$ cat src/rtl/cfg_ld_pkg.sv
package cfg_ld_pkg;

    typedef enum logic [2:0] {
        ST_IDLE,
        ST_PGM,
        ST_INIT,
        ST_FEED,
        ST_SHIFT,
        ST_FLUSH
    } ld_state_e;

    typedef enum logic [2:0] {
        RC_OK           = 3'd0,
        RC_TO_INIT_LOW  = 3'd1,
        RC_TO_INIT_HIGH = 3'd2,
        RC_TO_DONE      = 3'd3,
        RC_CRC          = 3'd4
    } ld_rc_e;

    typedef struct packed {
        logic   valid;
        ld_rc_e code;
    } ld_cpl_t;

    localparam int BYTE_BITS = 8;
    localparam logic [BYTE_BITS-1:0] FLUSH_BYTE = '1;

    // integrity fault: target signals error (init low) before it reports done
    function automatic logic crc_fault(input logic init_n, input logic done);
        return !init_n && !done;
    endfunction

endpackage

$ cat src/rtl/cfg_half_div.sv
module cfg_half_div #(
    parameter int HALF_DIV = 4
) (
    input  logic clk,
    input  logic rst,
    input  logic run,
    output logic half_end
);
    localparam int DW = (HALF_DIV > 1) ? $clog2(HALF_DIV) : 1;
    localparam logic [DW-1:0] LAST = DW'(HALF_DIV - 1);

    logic [DW-1:0] cnt;

    always_ff @(posedge clk) begin
        if (rst || !run) begin
            cnt <= '0;
        end else if (cnt == LAST) begin
            cnt <= '0;
        end else begin
            cnt <= cnt + DW'(1);
        end
    end

    assign half_end = run && (cnt == LAST);
endmodule

$ cat src/rtl/cfg_bit_shifter.sv
module cfg_bit_shifter
    import cfg_ld_pkg::*;
(
    input  logic                 clk,
    input  logic                 rst,
    input  logic                 load,
    input  logic [BYTE_BITS-1:0] load_byte,
    input  logic                 clear,
    input  logic                 half_end,
    output logic                 active,
    output logic                 sclk,
    output logic                 sdout,
    output logic                 byte_done
);
    localparam int LW = $clog2(BYTE_BITS + 1);

    logic [BYTE_BITS-1:0] sh;
    logic [LW-1:0]        left;
    logic                 ph_high;

    always_ff @(posedge clk) begin
        if (rst) begin
            sh      <= '0;
            left    <= '0;
            ph_high <= 1'b0;
            active  <= 1'b0;
            sclk    <= 1'b1;
            sdout   <= 1'b0;
        end else if (clear) begin
            active  <= 1'b0;
            ph_high <= 1'b0;
            sclk    <= 1'b1;
        end else if (load) begin
            sh      <= load_byte;
            left    <= LW'(BYTE_BITS);
            ph_high <= 1'b0;
            active  <= 1'b1;
            sclk    <= 1'b0;
            sdout   <= load_byte[BYTE_BITS-1];
        end else if (active && half_end) begin
            if (!ph_high) begin
                ph_high <= 1'b1;
                sclk    <= 1'b1;
            end else if (left == LW'(1)) begin
                active  <= 1'b0;
                left    <= '0;
                ph_high <= 1'b0;
            end else begin
                left    <= left - LW'(1);
                ph_high <= 1'b0;
                sclk    <= 1'b0;
                sh      <= {sh[BYTE_BITS-2:0], 1'b0};
                sdout   <= sh[BYTE_BITS-2];
            end
        end
    end

    assign byte_done = active && half_end && ph_high && (left == LW'(1));
endmodule

$ cat src/rtl/cfg_wait_timer.sv
module cfg_wait_timer #(
    parameter int TIMEOUT_CYC = 500000
) (
    input  logic clk,
    input  logic rst,
    input  logic clr,
    output logic expired
);
    localparam int TW = (TIMEOUT_CYC > 1) ? $clog2(TIMEOUT_CYC) : 1;
    localparam logic [TW-1:0] LIM = TW'(TIMEOUT_CYC - 1);

    logic [TW-1:0] cnt;

    always_ff @(posedge clk) begin
        if (rst || clr) begin
            cnt <= '0;
        end else if (cnt != LIM) begin
            cnt <= cnt + TW'(1);
        end
    end

    assign expired = (cnt == LIM);
endmodule

$ cat src/rtl/cfg_serial_loader.sv
module cfg_serial_loader
    import cfg_ld_pkg::*;
#(
    parameter int HALF_DIV    = 4,
    parameter int TIMEOUT_CYC = 500000,
    parameter int CNT_W       = 16
) (
    input  logic             clk,
    input  logic             rst,
    input  logic             start,
    input  logic [CNT_W-1:0] byte_total,
    input  logic             s_valid,
    input  logic [7:0]       s_data,
    output logic             s_ready,
    input  logic             init_n,
    input  logic             done,
    output logic             prog_n,
    output logic             cfg_clk,
    output logic             cfg_dout,
    output logic             busy,
    output logic             cpl_valid,
    output logic [2:0]       cpl_code
);
    ld_state_e            st, st_nxt;
    logic [CNT_W-1:0]     remaining;
    ld_cpl_t              cpl_q, cpl_d;

    logic                 sh_load, sh_clear, sh_active, sh_byte_done, half_end;
    logic [BYTE_BITS-1:0] sh_byte;
    logic                 tmo, tmr_clr, fault;

    assign fault = crc_fault(init_n, done);

    cfg_half_div #(.HALF_DIV(HALF_DIV)) u_div (
        .clk(clk), .rst(rst), .run(sh_active), .half_end(half_end)
    );

    cfg_bit_shifter u_shift (
        .clk(clk), .rst(rst), .load(sh_load), .load_byte(sh_byte),
        .clear(sh_clear), .half_end(half_end), .active(sh_active),
        .sclk(cfg_clk), .sdout(cfg_dout), .byte_done(sh_byte_done)
    );

    cfg_wait_timer #(.TIMEOUT_CYC(TIMEOUT_CYC)) u_tmr (
        .clk(clk), .rst(rst), .clr(tmr_clr), .expired(tmo)
    );

    always_comb begin
        st_nxt     = st;
        sh_load    = 1'b0;
        sh_byte    = s_data;
        sh_clear   = 1'b0;
        cpl_d      = '{valid: 1'b0, code: RC_OK};
        case (st)
            ST_IDLE:  if (start) st_nxt = ST_PGM;
            ST_PGM: begin
                if (!init_n)  st_nxt = ST_INIT;
                else if (tmo) cpl_d = '{valid: 1'b1, code: RC_TO_INIT_LOW};
            end
            ST_INIT: begin
                if (init_n)   st_nxt = ST_FEED;
                else if (tmo) cpl_d = '{valid: 1'b1, code: RC_TO_INIT_HIGH};
            end
            ST_FEED: begin
                if (remaining == '0) begin
                    st_nxt = ST_FLUSH;
                end else if (fault) begin
                    cpl_d = '{valid: 1'b1, code: RC_CRC};
                end else if (s_valid) begin
                    sh_load = 1'b1;
                    st_nxt  = ST_SHIFT;
                end
            end
            ST_SHIFT: if (sh_byte_done) st_nxt = ST_FEED;
            ST_FLUSH: begin
                if (done) begin
                    sh_clear = 1'b1;
                    cpl_d    = '{valid: 1'b1, code: RC_OK};
                end else if (tmo) begin
                    sh_clear = 1'b1;
                    cpl_d    = '{valid: 1'b1, code: RC_TO_DONE};
                end else if (!sh_active) begin
                    sh_load = 1'b1;
                    sh_byte = FLUSH_BYTE;
                end
            end
            default: st_nxt = ST_IDLE;
        endcase
        if (cpl_d.valid) st_nxt = ST_IDLE;
    end

    assign tmr_clr = (st_nxt != st);

    always_ff @(posedge clk) begin
        if (rst) begin
            st        <= ST_IDLE;
            remaining <= '0;
            cpl_q     <= '{valid: 1'b0, code: RC_OK};
        end else begin
            st          <= st_nxt;
            cpl_q.valid <= cpl_d.valid;
            if (cpl_d.valid) cpl_q.code <= cpl_d.code;
            if (st == ST_IDLE && start) begin
                remaining <= byte_total;
            end else if (st == ST_FEED && sh_load) begin
                remaining <= remaining - CNT_W'(1);
            end
        end
    end

    assign s_ready   = (st == ST_FEED) && (remaining != '0) && !fault;
    assign prog_n    = (st != ST_PGM);
    assign busy      = (st != ST_IDLE);
    assign cpl_valid = cpl_q.valid;
    assign cpl_code  = cpl_q.code;
endmodule

$ cat config.mk
export PLATFORM = sky130hd
export DESIGN_NAME = cfg_serial_loader
export DESIGN_NICKNAME = d
export VERILOG_FILES = /design/src/rtl/cfg_ld_pkg.sv /design/src/rtl/cfg_half_div.sv /design/src/rtl/cfg_bit_shifter.sv /design/src/rtl/cfg_wait_timer.sv /design/src/rtl/cfg_serial_loader.sv
export SDC_FILE = /design/constraint.sdc
export NUM_CORES = 1
export LEC_CHECK = 0
export ABC_AREA = 1
export CAP_MARGIN = 20
export CORE_UTILIZATION = 35
export DETAILED_ROUTE_END_ITERATION = 12
export PLACE_DENSITY_LB_ADDON = 0.3
export SLEW_MARGIN = 20
export SYNTH_ARGS = -nofsm -noshare
export SYNTH_HDL_FRONTEND = slang
export SYNTH_SLANG_ARGS = --single-unit
export TNS_END_PERCENT = 30
$ cat constraint.sdc
create_clock -name clk -period 2.4 [get_ports clk]
set_input_delay 0.72 -clock clk [delete_from_list [all_inputs] [get_ports clk]]
set_output_delay 0.72 -clock clk [all_outputs]
set_load 0.01 [all_outputs]
### Yosys cells after proc, flatten, opt, wreduce, memory -nomap -nowiden

Cells that the tools add are included.

| word-level totals | value |
|---|---|
| logic and storage cells | 115 |
| register bits after elaboration | 59 |

| operators by class | value |
|---|---|
| reduce and logical (&&, ||, !) cells | 30 |
| muxes and demuxes | 55 |
| add/subtract/negate cells | 4 |
| bitwise logic cells | 1 |
| eq/ne operators | 13 |

Operator list:

| cell | number |
|---|---|
| 4-bit two-way mux | 12 |
| 16-bit two-way mux | 2 |
| 8-bit two-way mux | 4 |
| 7-bit two-way mux | 4 |
| 3-bit two-way mux | 8 |
| 1-bit two-way mux | 22 |
| 19-bit by 1-bit adder with 19-bit output, second input constant | 1 |
| 19-bit == test, second input constant | 1 |
| 19-bit inequality test, second input constant | 1 |
| 3-bit one-hot mux with 6 select lines | 1 |
| 16-bit zero test | 1 |
| 4-bit one-hot mux with 4 select lines | 1 |
| 16-bit nonzero test | 1 |
| 16-bit by 1-bit subtractor with 16-bit output, second input constant | 1 |
| 1-bit logical AND | 9 |
| 2-bit nonzero test | 4 |
| 3-bit by 2-bit == test with 1-bit output, second input constant | 2 |
| 3-bit == test, second input constant | 2 |
| 3-bit AND reduction | 2 |
| 4-bit by 1-bit == test with 1-bit output, second input constant | 1 |
| 1-bit zero test | 4 |
| 4-bit AND reduction | 1 |
| 2-bit OR reduction | 2 |
| 4-bit by 1-bit subtractor with 4-bit output, second input constant | 1 |
| other kinds (14) | 15 |

### Depth between registers and ports, before layout

| logic depth | value |
|---|---|
| word-level depth | 10 |
| mapped depth | 14 |
| depth with buffers taken out | 13 |

### Cells and area by module

A second synthesis with hierarchy kept.

| second synthesis, totals | value |
|---|---|
| cell total of the unflattened synthesis | 610 |
| area total of the unflattened synthesis | 3833.7 um^2 |

By module, submodules not included:

| module | cells an instance | times used | area each (um^2) |
|---|---|---|---|
| cfg_serial_loader | 297 | 1 | 1778.0 |
| cfg_wait_timer | 176 | 1 | 1121.1 |
| cfg_bit_shifter | 126 | 1 | 845.8 |
| cfg_half_div | 11 | 1 | 88.8 |

### Worst setup path before layout

Ideal clock, no wire load.

| path | value |
|---|---|
| path type | input to register |
| start point | in done |
| end point | reg u_tmr.cnt[16] |
| data arrival time | 1783 ps |
| slack | 496 ps |
| setup time | 121 ps |
| stages | 11 |
| buffers on the path | 1 |
| cell sequence | o21ai_0 inv_1 nand2_1 nand2_1 nand2_1 nand4_1 nand2_1 nand2_2 nand3_4 buf_12 nor2_4 |

| between the ends | value |
|---|---|
| word-level cells in the longest chain between the ends | 8 |
| elaborated cells on any way between the ends | 12 |
| those cells by class | eq/ne: 1; mux: 8; reduce/logical: 3 |

RTL lines:

| what | RTL line | source |
|---|---|---|
| start, declared | cfg_serial_loader.sv:16 | `input logic done,` |
| 1-bit zero test | cfg_ld_pkg.sv:30 | `return !init_n && !done;` |
| 1-bit logical AND | cfg_ld_pkg.sv:30 |  |
| 3-bit two-way mux or 4-bit two-way mux (tied branches) | cfg_serial_loader.sv:67 | `end else if (fault) begin` |
| 3-bit two-way mux or 4-bit two-way mux (tied branches) | cfg_serial_loader.sv:65 | `if (remaining == '0) begin` |
| 3-bit one-hot mux with 6 select lines or 4-bit one-hot mux with 4 select lines (tied branches) | cfg_serial_loader.sv:54 | `case (st)` |
| 3-bit two-way mux * | cfg_serial_loader.sv:89 | `if (cpl_d.valid) st_nxt = ST_IDLE;` |
| 3-bit inequality test * | cfg_serial_loader.sv:92 | `assign tmr_clr = (st_nxt != st);` |
| 1-bit logical OR * | cfg_wait_timer.sv:15 | `if (rst \|\| clr) begin` |
| end signal, assigned | cfg_wait_timer.sv:18 | `cnt <= cnt + TW'(1);` |
| end, declared | cfg_wait_timer.sv:12 | `logic [TW-1:0] cnt;` |

Every way passes the cells marked *; elsewhere a longest branch is shown, timed or not.
A chain may end at the register's enable or synchronous reset.

### Final worst setup path

| path | value |
|---|---|
| start point | reg st[2] |
| end point | out prog_n |

| between the ends | value |
|---|---|
| word-level cells in the longest chain between the ends | 1 |

RTL lines:

| what | RTL line | source |
|---|---|---|
| start, declared | cfg_serial_loader.sv:24 | `ld_state_e st, st_nxt;` |
| start signal, assigned | cfg_serial_loader.sv:100 | `st <= st_nxt;` |
| 3-bit by 1-bit inequality test with 1-bit output | cfg_serial_loader.sv:112 | `assign prog_n = (st != ST_PGM);` |
| end, declared | cfg_serial_loader.sv:17 | `output logic prog_n,` |

No other way between the ends.

==> impl_metrics.env <==
export IMPL_synth_warnings=0
export IMPL_cp_arrival_ns=1.59
export IMPL_synth_area_leaders="dfxtp_1, nand2_1, nor2_1"
export IMPL_ant_nets=0
export IMPL_root_buffer="clkbuf_8"
export IMPL_cts_sinks=59
export IMPL_drt_pass1_iterations=4
export IMPL_crit_type="reg -> out"
export IMPL_finalHoldViolCount=0
export IMPL_drive_above_1_share_pct=18.1
export IMPL_nNetsFinal=615
export IMPL_critPathLaunchType="flip-flop"
export IMPL_gp_congestion=0.828
export IMPL_p_leak_nw=1.92
export IMPL_routed_wl_mm=7.80
export IMPL_cp_required_ns=1.68
export IMPL_hpwl_mm=6.01
export IMPL_die_y_um=102
export IMPL_fin_util_pct=45.9
export IMPL_slowest_delay_ns=0.55
export IMPL_htreeDepth=3
export IMPL_period_needed_ns=2.31
export IMPL_hold_class="reg -> reg"
export IMPL_num_io_pins=39
export IMPL_grt_pass1_wl_mm=13.1
export IMPL_num_rows=36
export IMPL_ctsHoldBuffers=0
export IMPL_slowest_stage="clkdlybuf4s50_1"
export IMPL_syn_nets=538
export IMPL_ctsLongestPathBuffers=2
export IMPL_cp_max_fo=6
export IMPL_die_w_um=102
export IMPL_grt_pass1_vias=3014
export IMPL_path_clk_slew_ns=0.07
export IMPL_diodes=0
export IMPL_fin_worst_skew_ns=0.00976
export IMPL_multiInputGateArea_um2=1960
export IMPL_grt_total_usage_pct=16.3
export IMPL_viasPerCell=4.65
export IMPL_antenna_found_initial=0
export IMPL_synth_edff_count=0
export IMPL_synth_seq_cells=59
export IMPL_maxSlewViolCount=0
export IMPL_status="finished, final reports clean"
export IMPL_synth_top_cell_by_area="dfxtp_1"
export IMPL_seqCellArea_um2=1180
export IMPL_ir_drop_uv=314
export IMPL_grt_max_degree=17
export IMPL_fin_tns_setup_ns=0
export IMPL_cts_tree="yes"
export IMPL_synth_area_um2=3480
export IMPL_relSlewSlack_pct=76.6
export IMPL_cp_num_buf_inv=2
export IMPL_num_vias=3336
export IMPL_cp_end_kind="primary output"
export IMPL_p_total_mw=2.63
export IMPL_cap_violations=0
export IMPL_synth_seq_area_share_pct=33.9
export IMPL_remaining_drc_errors=0
export IMPL_clk_latency_ns=0.35
export IMPL_async_flop_share_pct=0
export IMPL_area_growth_pct=28.3
export IMPL_path_cells="inv_2, nand3_1, clkdlybuf4s50_1"
export IMPL_start_util_pct=35.8
export IMPL_setup_viol=0
export IMPL_tightest_slew_ns=0.349
export IMPL_crit_family="buffers and inverters"
export IMPL_dieArea_um2=10400
export IMPL_yosysTopAreaCellShare_pct=33.9
export IMPL_netlist_instances=503
export IMPL_max_freq_ghz=0.432
export IMPL_syn_avg_cell_area_um2=6.92
export IMPL_cts_buffers_inserted=9
export IMPL_initialDrtViolationCount=95
export IMPL_rsz0062_at_grt="no"
export IMPL_p_per_area_nw_per_um2=588
export IMPL_coreArea_um2=9730
export IMPL_fin_crit_sh_pct=96.4
export IMPL_fillers=982
export IMPL_port_buffers=38
export IMPL_wl_per_cell_um=10.9
export IMPL_grt_overflow=0
export IMPL_ys_flop_type="dfxtp_1"
export IMPL_ys_types=41
## state kept, by name, summed over array words and instances, names as in the netlist
| name | count |
|---|---|
| u_shift.sh | 7 |
| cpl_valid | 1 |
| u_shift.ph_high | 1 |
| u_shift.sclk | 1 |
| u_shift.sdout | 1 |
| u_div.cnt | 2 |
| cpl_code | 3 |
| remaining | 16 |
| u_tmr.cnt | 19 |
| u_shift.left | 4 |
| u_shift.active | 1 |
| st | 3 |
## worst paths after layout
kind / startpoint / endpoint / slack [ns] / cells after the start
max reg2reg: u_tmr.cnt[0]$_SDFFE_PP0N_ / u_shift.left[0]$_SDFFE_PP0P_ / 0.41 / 10
min reg2reg: u_div.cnt[0]$_SDFF_PP0_ / u_div.cnt[0]$_SDFF_PP0_ / 0.42 / 1
min: u_div.cnt[0]$_SDFF_PP0_ / u_div.cnt[0]$_SDFF_PP0_ / 0.42 / 1
max: st[2]$_SDFF_PP0_ / prog_n / 0.09 / 3
## synth_stat cells (2+ instances only)
library cell,instances
a211oi_1,3
a21oi_1,23
a31oi_1,10
clkbuf_1,7
dfxtp_1,59
ha_1,5
inv_1,64
inv_2,8
nand2_1,92
nand2_2,6
nand2_4,3
nand3_1,17
nand3_2,6
nand4_1,9
nor2_1,78
nor2_2,7
nor2_4,11
nor3_1,15
nor3_2,2
o211ai_1,4
o21ai_0,37
xnor2_1,5
xor2_1,14
## cell usage in the layout (no fill, tap or decap), types with 3 or more instances in the layout
cell type	count
xnor2_1	5
a21oi_1	23
clkinv_2	3
nand2_4	3
buf_4	36
a31oi_1	10
nor3_1	15
ha_1	5
clkbuf_8	10
nand2_1	92
inv_2	8
inv_1	64
nand3_1	17
o211ai_1	4
xor2_1	14
nor2_4	11
dfxtp_1	59
nand2_2	6
nand3_2	6
clkdlybuf4s50_1	36
nor2_1	77
nor2_2	8
nand4_1	9
a211oi_1	3
o21ai_0	37
## cell families after synthesis
group	Yosys count	share of synthesized area, %
simple gates	251	35.6
flops	59	33.9
xor+xnor	19	4.78
fa+ha+maj	5	1.80
compound gates	84	13.8
mux	1	0.287
buf+inv	84	9.85
## through the flow
step | hold WS [ns] | instances | instance area (um^2) | setup WS [ns]
after floorplan | 0.397 | 503 | 3480 | 0.496
after global placement | 0.405 | 702 | 4280 | -0.313
after detailed placement | 0.415 | 702 | 4280 | -0.300
after CTS | 0.425 | 718 | 4470 | 0.0225
after global routing | 0.459 | 718 | 4470 | 0.0186
final | 0.422 | 718 | 4470 | 0.0873
## report_power, final
group | total (mW) | leakage (nW) | internal, mW | switching [mW]
Combinational | 0.631 | 1.34 | 0.278 | 0.354
Sequential | 1.09 | 0.479 | 1.03 | 0.0563
Clock | 0.907 | 0.0991 | 0.502 | 0.405
Total | 2.63 | 1.92 | 1.81 | 0.815
## metal layers
| metal | vias to the layer above | share of wire, % | GRT usage, % |
|---|---|---|---|
| li1 | 1774 | - | - |
| met1 | 1480 | 48 | 20.3 |
| met2 | 72 | 46 | 26.9 |
| met3 | 10 | 4.7 | 3.66 |
| met4 | 0 | 1.6 | 7.36 |
| met5 | - | 0 | 0 |
## layout make-up
type,count,share of cell area [%]
Tap cell,133,3.73
Timing Repair Buffer,76,15.3
Inverter,74,6.27
Clock inverter,5,1.18
Sequential cell,59,26.4
Multi-Input combinational cell,360,43.9
Clock buffer,11,3.17
## worst register-to-register path, cell delays in order, from the launching register on
cell and delay [ns]:
dfxtp_1 0.37, ha_1 0.20, nand3_2 0.12, nor2_1 0.17, nand3_2 0.22, nand3_2 0.16
nand2_4 0.06, buf_4 0.17, nor3_1 0.16, o21ai_0 0.14, a21oi_1 0.14
## what timing repair did
action | 4_1_cts | 5_1_grt
setup endpoints to repair | 1 | 2
resized for setup | 2 | 3
hold endpoints to repair | 0 | 0
setup buffers | 0 | 0
Note: power is estimated with default switching activity, not from simulation.
